File: config.mk
export PLATFORM = sky130hd
export DESIGN_NAME = keypad_scanner
export DESIGN_NICKNAME = d
export VERILOG_FILES = /design/src/rtl/kp_pkg.sv /design/src/rtl/kp_reset_sync.sv /design/src/rtl/kp_col_sync.sv /design/src/rtl/kp_col_decode.sv /design/src/rtl/kp_timer.sv /design/src/rtl/kp_scan_fsm.sv /design/src/rtl/keypad_scanner.sv
export SDC_FILE = /design/constraint.sdc
export NUM_CORES = 1
export LEC_CHECK = 0
export BUFFER_PORTS_ARGS = -buffer_cell sky130_fd_sc_hd__buf_2
export CORE_MARGIN = 4
export CORE_UTILIZATION = 50
export CTS_CLUSTER_DIAMETER = 30
export DETAILED_ROUTE_END_ITERATION = 10
export GPL_ROUTABILITY_DRIVEN = 0
export PLACE_DENSITY = 0.68
export SLEW_MARGIN = 15
export SYNTH_ARGS = -nofsm -noshare
export SYNTH_HDL_FRONTEND = slang
export SYNTH_SLANG_ARGS = --single-unit
File: constraint.sdc
create_clock -name clk -period 2.1 [get_ports clk]
set_input_delay 0.315 -clock clk [delete_from_list [all_inputs] [get_ports clk]]
set_output_delay 0.315 -clock clk [all_outputs]
set_load 0.1 [all_outputs]
File: src/rtl/kp_pkg.sv
`timescale 1ns/1ps
package kp_pkg;
  typedef enum logic [1:0] {
    ST_SCAN  = 2'd0,
    ST_DWELL = 2'd1,
    ST_EMIT  = 2'd2,
    ST_QUIET = 2'd3
  } kp_state_e;
endpackage

File: src/rtl/kp_reset_sync.sv
`timescale 1ns/1ps
module kp_reset_sync #(
  parameter int STAGES = 2
) (
  input  logic clk,
  input  logic arst_n,
  output logic srst_n
);
  logic [STAGES-1:0] sh_q;
  logic [STAGES-1:0] sh_d;

  always_comb begin
    sh_d = {sh_q[STAGES-2:0], 1'b1};
  end

  always_ff @(posedge clk or negedge arst_n) begin
    if (!arst_n) sh_q <= '0;
    else         sh_q <= sh_d;
  end

  assign srst_n = sh_q[STAGES-1];
endmodule

File: src/rtl/kp_col_sync.sv
`timescale 1ns/1ps
module kp_col_sync #(
  parameter int WIDTH  = 4,
  parameter int STAGES = 2
) (
  input  logic             clk,
  input  logic             rst_n,
  input  logic [WIDTH-1:0] d,
  output logic [WIDTH-1:0] q
);
  logic [WIDTH-1:0] stg_q [STAGES];

  for (genvar s = 0; s < STAGES; s++) begin : g_stage
    logic [WIDTH-1:0] stg_d;
    if (s == 0) begin : g_first
      assign stg_d = d;
    end else begin : g_rest
      assign stg_d = stg_q[s-1];
    end
    always_ff @(posedge clk or negedge rst_n) begin
      if (!rst_n) stg_q[s] <= '1;
      else        stg_q[s] <= stg_d;
    end
  end

  assign q = stg_q[STAGES-1];
endmodule

File: src/rtl/kp_col_decode.sv
`timescale 1ns/1ps
module kp_col_decode #(
  parameter int COLS  = 4,
  parameter int COL_W = 2
) (
  input  logic [COLS-1:0]  cols,
  output logic             single,
  output logic [COL_W-1:0] idx
);
  logic [COL_W-1:0] part [COLS];

  for (genvar i = 0; i < COLS; i++) begin : g_part
    assign part[i] = cols[i] ? '0 : COL_W'(i);
  end

  always_comb begin
    idx = '0;
    for (int i = 0; i < COLS; i++) idx = idx | part[i];
  end

  assign single = ($countones(~cols) == 1);
endmodule

File: src/rtl/kp_timer.sv
`timescale 1ns/1ps
module kp_timer #(
  parameter int W = 8
) (
  input  logic         clk,
  input  logic         rst_n,
  input  logic         clr,
  input  logic         en,
  output logic [W-1:0] cnt
);
  logic [W-1:0] cnt_q;
  logic [W-1:0] cnt_d;

  always_comb begin
    cnt_d = cnt_q;
    if (clr)                        cnt_d = '0;
    else if (en && (cnt_q != '1))   cnt_d = cnt_q + W'(1);
  end

  always_ff @(posedge clk or negedge rst_n) begin
    if (!rst_n) cnt_q <= '0;
    else        cnt_q <= cnt_d;
  end

  assign cnt = cnt_q;
endmodule

File: src/rtl/kp_scan_fsm.sv
`timescale 1ns/1ps
module kp_scan_fsm
  import kp_pkg::*;
#(
  parameter int ROWS   = 4,
  parameter int COLS   = 4,
  parameter int SETTLE = 8,
  parameter int DB     = 200,
  parameter int CNT_W  = 8,
  parameter int ROW_W  = 2,
  parameter int COL_W  = 2,
  parameter int CODE_W = 4
) (
  input  logic              clk,
  input  logic              rst_n,
  input  logic [COLS-1:0]   col_s,
  input  logic              col_single,
  input  logic [COL_W-1:0]  col_idx,
  input  logic [CNT_W-1:0]  tmr_cnt,
  output logic              tmr_clr,
  output logic              tmr_en,
  output logic [ROWS-1:0]   row_n,
  output logic [CODE_W-1:0] key_code,
  output logic              key_valid
);
  localparam logic [CNT_W-1:0] SETTLE_LAST = CNT_W'(SETTLE - 1);
  localparam logic [CNT_W-1:0] DB_LAST     = CNT_W'(DB - 1);
  localparam logic [ROW_W-1:0] ROW_LAST    = ROW_W'(ROWS - 1);

  kp_state_e          state_q, state_d;
  logic [ROW_W-1:0]   row_q, row_d, row_nxt;
  logic [COLS-1:0]    pat_q, pat_d;
  logic [CODE_W-1:0]  code_q, code_d;

  assign row_nxt = (row_q == ROW_LAST) ? '0 : row_q + ROW_W'(1);

  always_comb begin
    state_d = state_q;
    row_d   = row_q;
    pat_d   = pat_q;
    code_d  = code_q;
    tmr_clr = 1'b0;
    tmr_en  = 1'b1;
    unique case (state_q)
      ST_SCAN: begin
        if (tmr_cnt == SETTLE_LAST) begin
          tmr_clr = 1'b1;
          if (col_single) begin
            state_d = ST_DWELL;
            pat_d   = col_s;
            code_d  = CODE_W'(CODE_W'(row_q) * CODE_W'(COLS) + CODE_W'(col_idx));
          end else begin
            row_d = row_nxt;
          end
        end
      end
      ST_DWELL: begin
        if (tmr_cnt == DB_LAST) begin
          tmr_clr = 1'b1;
          if (col_s == pat_q) begin
            state_d = ST_EMIT;
          end else begin
            state_d = ST_SCAN;
            row_d   = row_nxt;
          end
        end
      end
      ST_EMIT: begin
        tmr_clr = 1'b1;
        tmr_en  = 1'b0;
        state_d = ST_QUIET;
      end
      ST_QUIET: begin
        if (col_s != '1) begin
          tmr_clr = 1'b1;
        end else if (tmr_cnt == DB_LAST) begin
          tmr_clr = 1'b1;
          state_d = ST_SCAN;
          row_d   = '0;
        end
      end
      default: begin
        tmr_clr = 1'b1;
        state_d = ST_SCAN;
        row_d   = '0;
      end
    endcase
  end

  always_ff @(posedge clk or negedge rst_n) begin
    if (!rst_n) begin
      state_q <= ST_SCAN;
      row_q   <= '0;
      pat_q   <= '1;
      code_q  <= '0;
    end else begin
      state_q <= state_d;
      row_q   <= row_d;
      pat_q   <= pat_d;
      code_q  <= code_d;
    end
  end

  always_comb begin
    if (state_q == ST_QUIET) row_n = '0;
    else                     row_n = ~(ROWS'(1) << row_q);
  end

  assign key_valid = (state_q == ST_EMIT);
  assign key_code  = code_q;
endmodule

File: src/rtl/keypad_scanner.sv
`timescale 1ns/1ps
module keypad_scanner #(
  parameter int CLK_HZ        = 50_000_000,
  parameter int DEBOUNCE_US   = 20_000,
  parameter int SETTLE_CYCLES = 8,
  parameter int ROWS          = 4,
  parameter int COLS          = 4
) (
  input  logic                            clk,
  input  logic                            rst_n,
  input  logic [COLS-1:0]                 col_in,
  output logic [ROWS-1:0]                 row_n,
  output logic [$clog2(ROWS*COLS)-1:0]    key_code,
  output logic                            key_valid
);
  localparam int DB_CYCLES = (CLK_HZ / 1_000_000) * DEBOUNCE_US;
  localparam int CNT_MAX   = (DB_CYCLES > SETTLE_CYCLES) ? DB_CYCLES : SETTLE_CYCLES;
  localparam int CNT_W     = $clog2(CNT_MAX + 1);
  localparam int ROW_W     = $clog2(ROWS);
  localparam int COL_W     = $clog2(COLS);
  localparam int CODE_W    = $clog2(ROWS * COLS);
  localparam int SYNC_LEN  = 2;

  logic              srst_n;
  logic [COLS-1:0]   col_s;
  logic              col_single;
  logic [COL_W-1:0]  col_idx;
  logic [CNT_W-1:0]  tmr_cnt;
  logic              tmr_clr;
  logic              tmr_en;

  kp_reset_sync #(.STAGES(SYNC_LEN)) u_rst (
    .clk(clk), .arst_n(rst_n), .srst_n(srst_n)
  );

  kp_col_sync #(.WIDTH(COLS), .STAGES(SYNC_LEN)) u_sync (
    .clk(clk), .rst_n(srst_n), .d(col_in), .q(col_s)
  );

  kp_col_decode #(.COLS(COLS), .COL_W(COL_W)) u_dec (
    .cols(col_s), .single(col_single), .idx(col_idx)
  );

  kp_timer #(.W(CNT_W)) u_tmr (
    .clk(clk), .rst_n(srst_n), .clr(tmr_clr), .en(tmr_en), .cnt(tmr_cnt)
  );

  kp_scan_fsm #(
    .ROWS(ROWS), .COLS(COLS), .SETTLE(SETTLE_CYCLES), .DB(DB_CYCLES),
    .CNT_W(CNT_W), .ROW_W(ROW_W), .COL_W(COL_W), .CODE_W(CODE_W)
  ) u_fsm (
    .clk(clk), .rst_n(srst_n),
    .col_s(col_s), .col_single(col_single), .col_idx(col_idx),
    .tmr_cnt(tmr_cnt), .tmr_clr(tmr_clr), .tmr_en(tmr_en),
    .row_n(row_n), .key_code(key_code), .key_valid(key_valid)
  );
endmodule

==> flow_summary.toml <==
[run_status]
status = "complete, but fails checks"
failing_checks = "setup timing"

[sta]
totalNegativeSetupSlack_ns = -4.72
post-route-worst-setup-slack_ns = -0.568
worst_slew_pin_slew_ns = 0.553
timing_max_transition_violations_final = 0
fmax_mhz = 375
setup_viol_count_final = 11
min_period_ns = 2.67
slew_headroom_pct = 63.1
hold_violations = 0
layout_skew_ns = 0.00823
rsz0062_at_grt = "true"
timing.final.crit_share_pct = 127

[synthesis]
post-synth-top-count-cell = "sky130_fd_sc_hd__dfrtp_1"
combined_area_of_all_synthesized_cells_sq_um = 2210
netlist.area_leader.share_pct = 34.0
synthCells = 213
yosysSeqAreaShare_pct = 48.3
number_of_nets_produced_by_synthesis = 228
synth-async-reset-ratio_pct = 100
ys_ff_latch = 42
synthDominantAreaCellType = "sky130_fd_sc_hd__dfrtp_1"
synth.yosys.warnings = 0
synthFlopType = "sky130_fd_sc_hd__dfrtp_1"
netlist-cell-type-count = 43
synth-edff-count = 0
syn_area_per_cell_sq_um = 10.4
synth.top_cells.by_area = "sky130_fd_sc_hd__dfrtp_1, sky130_fd_sc_hd__dfstp_2, sky130_fd_sc_hd__mux2_4, sky130_fd_sc_hd__xnor2_1, sky130_fd_sc_hd__ha_1"
synth_commonest_cells = "sky130_fd_sc_hd__dfrtp_1, sky130_fd_sc_hd__nand2_1, sky130_fd_sc_hd__a21oi_1, sky130_fd_sc_hd__nor2_1, sky130_fd_sc_hd__nand3_1"

[final_layout]
drive_above_1_share_pct = 38.3
final_core_utilization_pct = 67.8
area_of_combinational_cells_with_multiple_inputs_sq_um = 1150
design_area_sq_um = 2810
n_fill_cell = 344
area_delta_synth_final_pct = 27.3
final_net_count = 283
antennaDiodeCount = 0
area.sequential_sq_um = 1070

[routing]
first_iter_violations = 199
finalWirelength_um = 4870
vias = 1786
post-route-drc-count = 0
drt_first_pass_iters = 4
avgRoutedWirePerCell_um = 15.3
antenna_left = 0
post_drt_via_cell_ratio = 5.60

[setup_path]
cp.arrival_ns = 2.86
critical_path.endpoint_type = "flop"
critPathMaxFanout = 8
setup_crit_start_kind = "flop"
criticalPathCategory = "flop to flop"
timing.critical_path.required_ns = 2.29

[power_and_ir_drop]
peakVddDrop_mv = 0.541
p_leak_nw = 1.25
fin_total_pwr_mw = 2.94
cellPowerDensity_nw_per_um2 = 1040

[cts]
clock_insertion_delay_worst_skew_ns = 0.30
tritoncts_clock_tree = "built"
clock-root-buffer = "sky130_fd_sc_hd__clkbuf_8"
cts.htree.levels = 2
numClockSinks = 42
inserted_clock_buffers = 5
path_clk_slew_ns = 0.08
clockBufferDepth = 2

[grt]
antenna_violations_before_repair = 0
grt_first_pass_wirelength_um = 8190
grt_remaining_overflow = 0
grt_start_max_net_pins = 16
via_count_of_the_first_global_routing_pass = 1734
grt_util_all_layers_pct = 19.5

[place]
buffer_ports.inserted = 14
dp_hpwl_um = 3440
placed_area_sq_um = 2630

[floorplan]
ios = 15
die-area_sq_um = 5540
initial_core_util_pct = 53.3
chipHeight_um = 74.5
die-width_um = 74.5
fp.coreArea_sq_um = 4140
rows = 23

[run]
timing.max_cap.violations = 0

[min_path]
min_path_type = "input pin to flop"
-- through the flow --
| stage | setup slack [ns] | hold WS [ns] | std cells |
|---|---|---|---|
| 6_report | -0.568 | 0.107 | 319 |
| 5_1_grt | -0.652 | 0.0942 | 319 |
| 4_1_cts | -0.541 | 0.100 | 321 |
| 3_5_place_dp | -0.566 | 0.102 | 307 |
| 3_3_place_gp | -0.514 | 0.102 | 307 |
| 2_1_floorplan | -0.474 | 0.0194 | 213 |
-- worst paths after layout --
check | to | cells past startpoint | startpoint | slack (ns)
worst min-delay path | u_sync.g_stage[1].stg_d[2] | 1 | col_in[2] | 0.11
worst min register to register | u_fsm.key_code[0] | 0 | u_rst.sh_q[1] | 0.23
worst max register to register | u_fsm.key_code[2] | 9 | u_sync.q[1] | -0.57
min in group asynchronous | u_fsm.key_code[0] | 0 | u_rst.sh_q[1] | 0.23
worst max-delay path | u_fsm.key_code[2] | 9 | u_sync.q[1] | -0.57
max in group asynchronous | u_sync.g_stage[1].stg_d[0] | 1 | u_rst.sh_q[1] | 1.20
-- sequential cells by signal, summed over array words and instances, names as in the netlist, named ones only --
register              cells
u_tmr.cnt                20
u_fsm.key_code            4
u_fsm.pat_q               4
u_sync.g_stage.stg_d      4
u_sync.q                  4
u_fsm.row_q               2
u_rst.sh_q                2
u_fsm.state_q             1
-- critical path, cell delays in order, from the launching register on --
cell                      delay [ns]
sky130_fd_sc_hd__dfstp_2        0.55
sky130_fd_sc_hd__fa_1           0.42
sky130_fd_sc_hd__inv_1          0.07
sky130_fd_sc_hd__ha_2           0.18
sky130_fd_sc_hd__ha_4           0.20
sky130_fd_sc_hd__nor3b_4        0.19
sky130_fd_sc_hd__nand4_1        0.13
sky130_fd_sc_hd__or3_1          0.37
sky130_fd_sc_hd__buf_6          0.17
sky130_fd_sc_hd__mux2_4         0.29
-- metal layers --
layer,track usage (%),share of wire (%),vias to the layer above,wire [um]
met5,0,0,-,0
met4,6.32,1.3,0,64
met3,4.05,4.4,7,214
met2,29.3,46,39,2250
met1,28.3,48,860,2340
li1,-,-,880,-
-- cells in the final DEF (no fill, tap or decap), types with 5 or more instances in the layout --
master / n
sky130_fd_sc_hd__xnor2_1: 12
sky130_fd_sc_hd__or3_1: 7
sky130_fd_sc_hd__buf_4: 38
sky130_fd_sc_hd__a21oi_1: 10
sky130_fd_sc_hd__mux2_4: 8
sky130_fd_sc_hd__dfstp_2: 12
sky130_fd_sc_hd__o21ai_0: 8
sky130_fd_sc_hd__nand2_1: 15
sky130_fd_sc_hd__buf_2: 14
sky130_fd_sc_hd__ha_1: 6
sky130_fd_sc_hd__nor4_1: 6
sky130_fd_sc_hd__nand4_1: 8
sky130_fd_sc_hd__inv_1: 10
sky130_fd_sc_hd__nand3_1: 13
sky130_fd_sc_hd__clkbuf_8: 5
sky130_fd_sc_hd__dfrtp_1: 30
sky130_fd_sc_hd__nor2_1: 14
-- cell type report --
class,count,share of cell area (%)
clock buffer,6,2.58
clock inverter,2,0.490
inverter,11,1.60
multi-input combinational,153,41.1
sequential,42,37.9
tap,50,2.23
timing repair buffer,55,14.1
-- where the power goes --
part           leakage [nW]  internal [mW]  switching (mW)
sequential            0.526          0.968          0.0956
clock                0.0452          0.234           0.279
combinational         0.675          0.446           0.916
-- cell families after synthesis --
| logic type | count (synthesis) | share of synthesized area (%) |
|---|---|---|
| compound gates | 32 | 8.61 |
| xor+xnor | 16 | 6.35 |
| fa+ha+maj | 9 | 5.44 |
| buf+inv | 18 | 3.51 |
| flops | 42 | 48.3 |
| mux | 11 | 6.86 |
| other cells | 1 | 0.170 |
| simple gates | 84 | 20.8 |
-- what timing repair did --
item / 4_1_cts / 5_1_grt
hold endpoints to repair: 2 / 0
pin swaps: 1 / 2
gates cloned: 0 / 1
buffers inserted: 5 / 2
hold buffers: 1 / 0
endpoints found under the setup margin: 10 / 28
gates resized for setup: 7 / 9
Note: power is estimated with default switching activity, not from simulation.
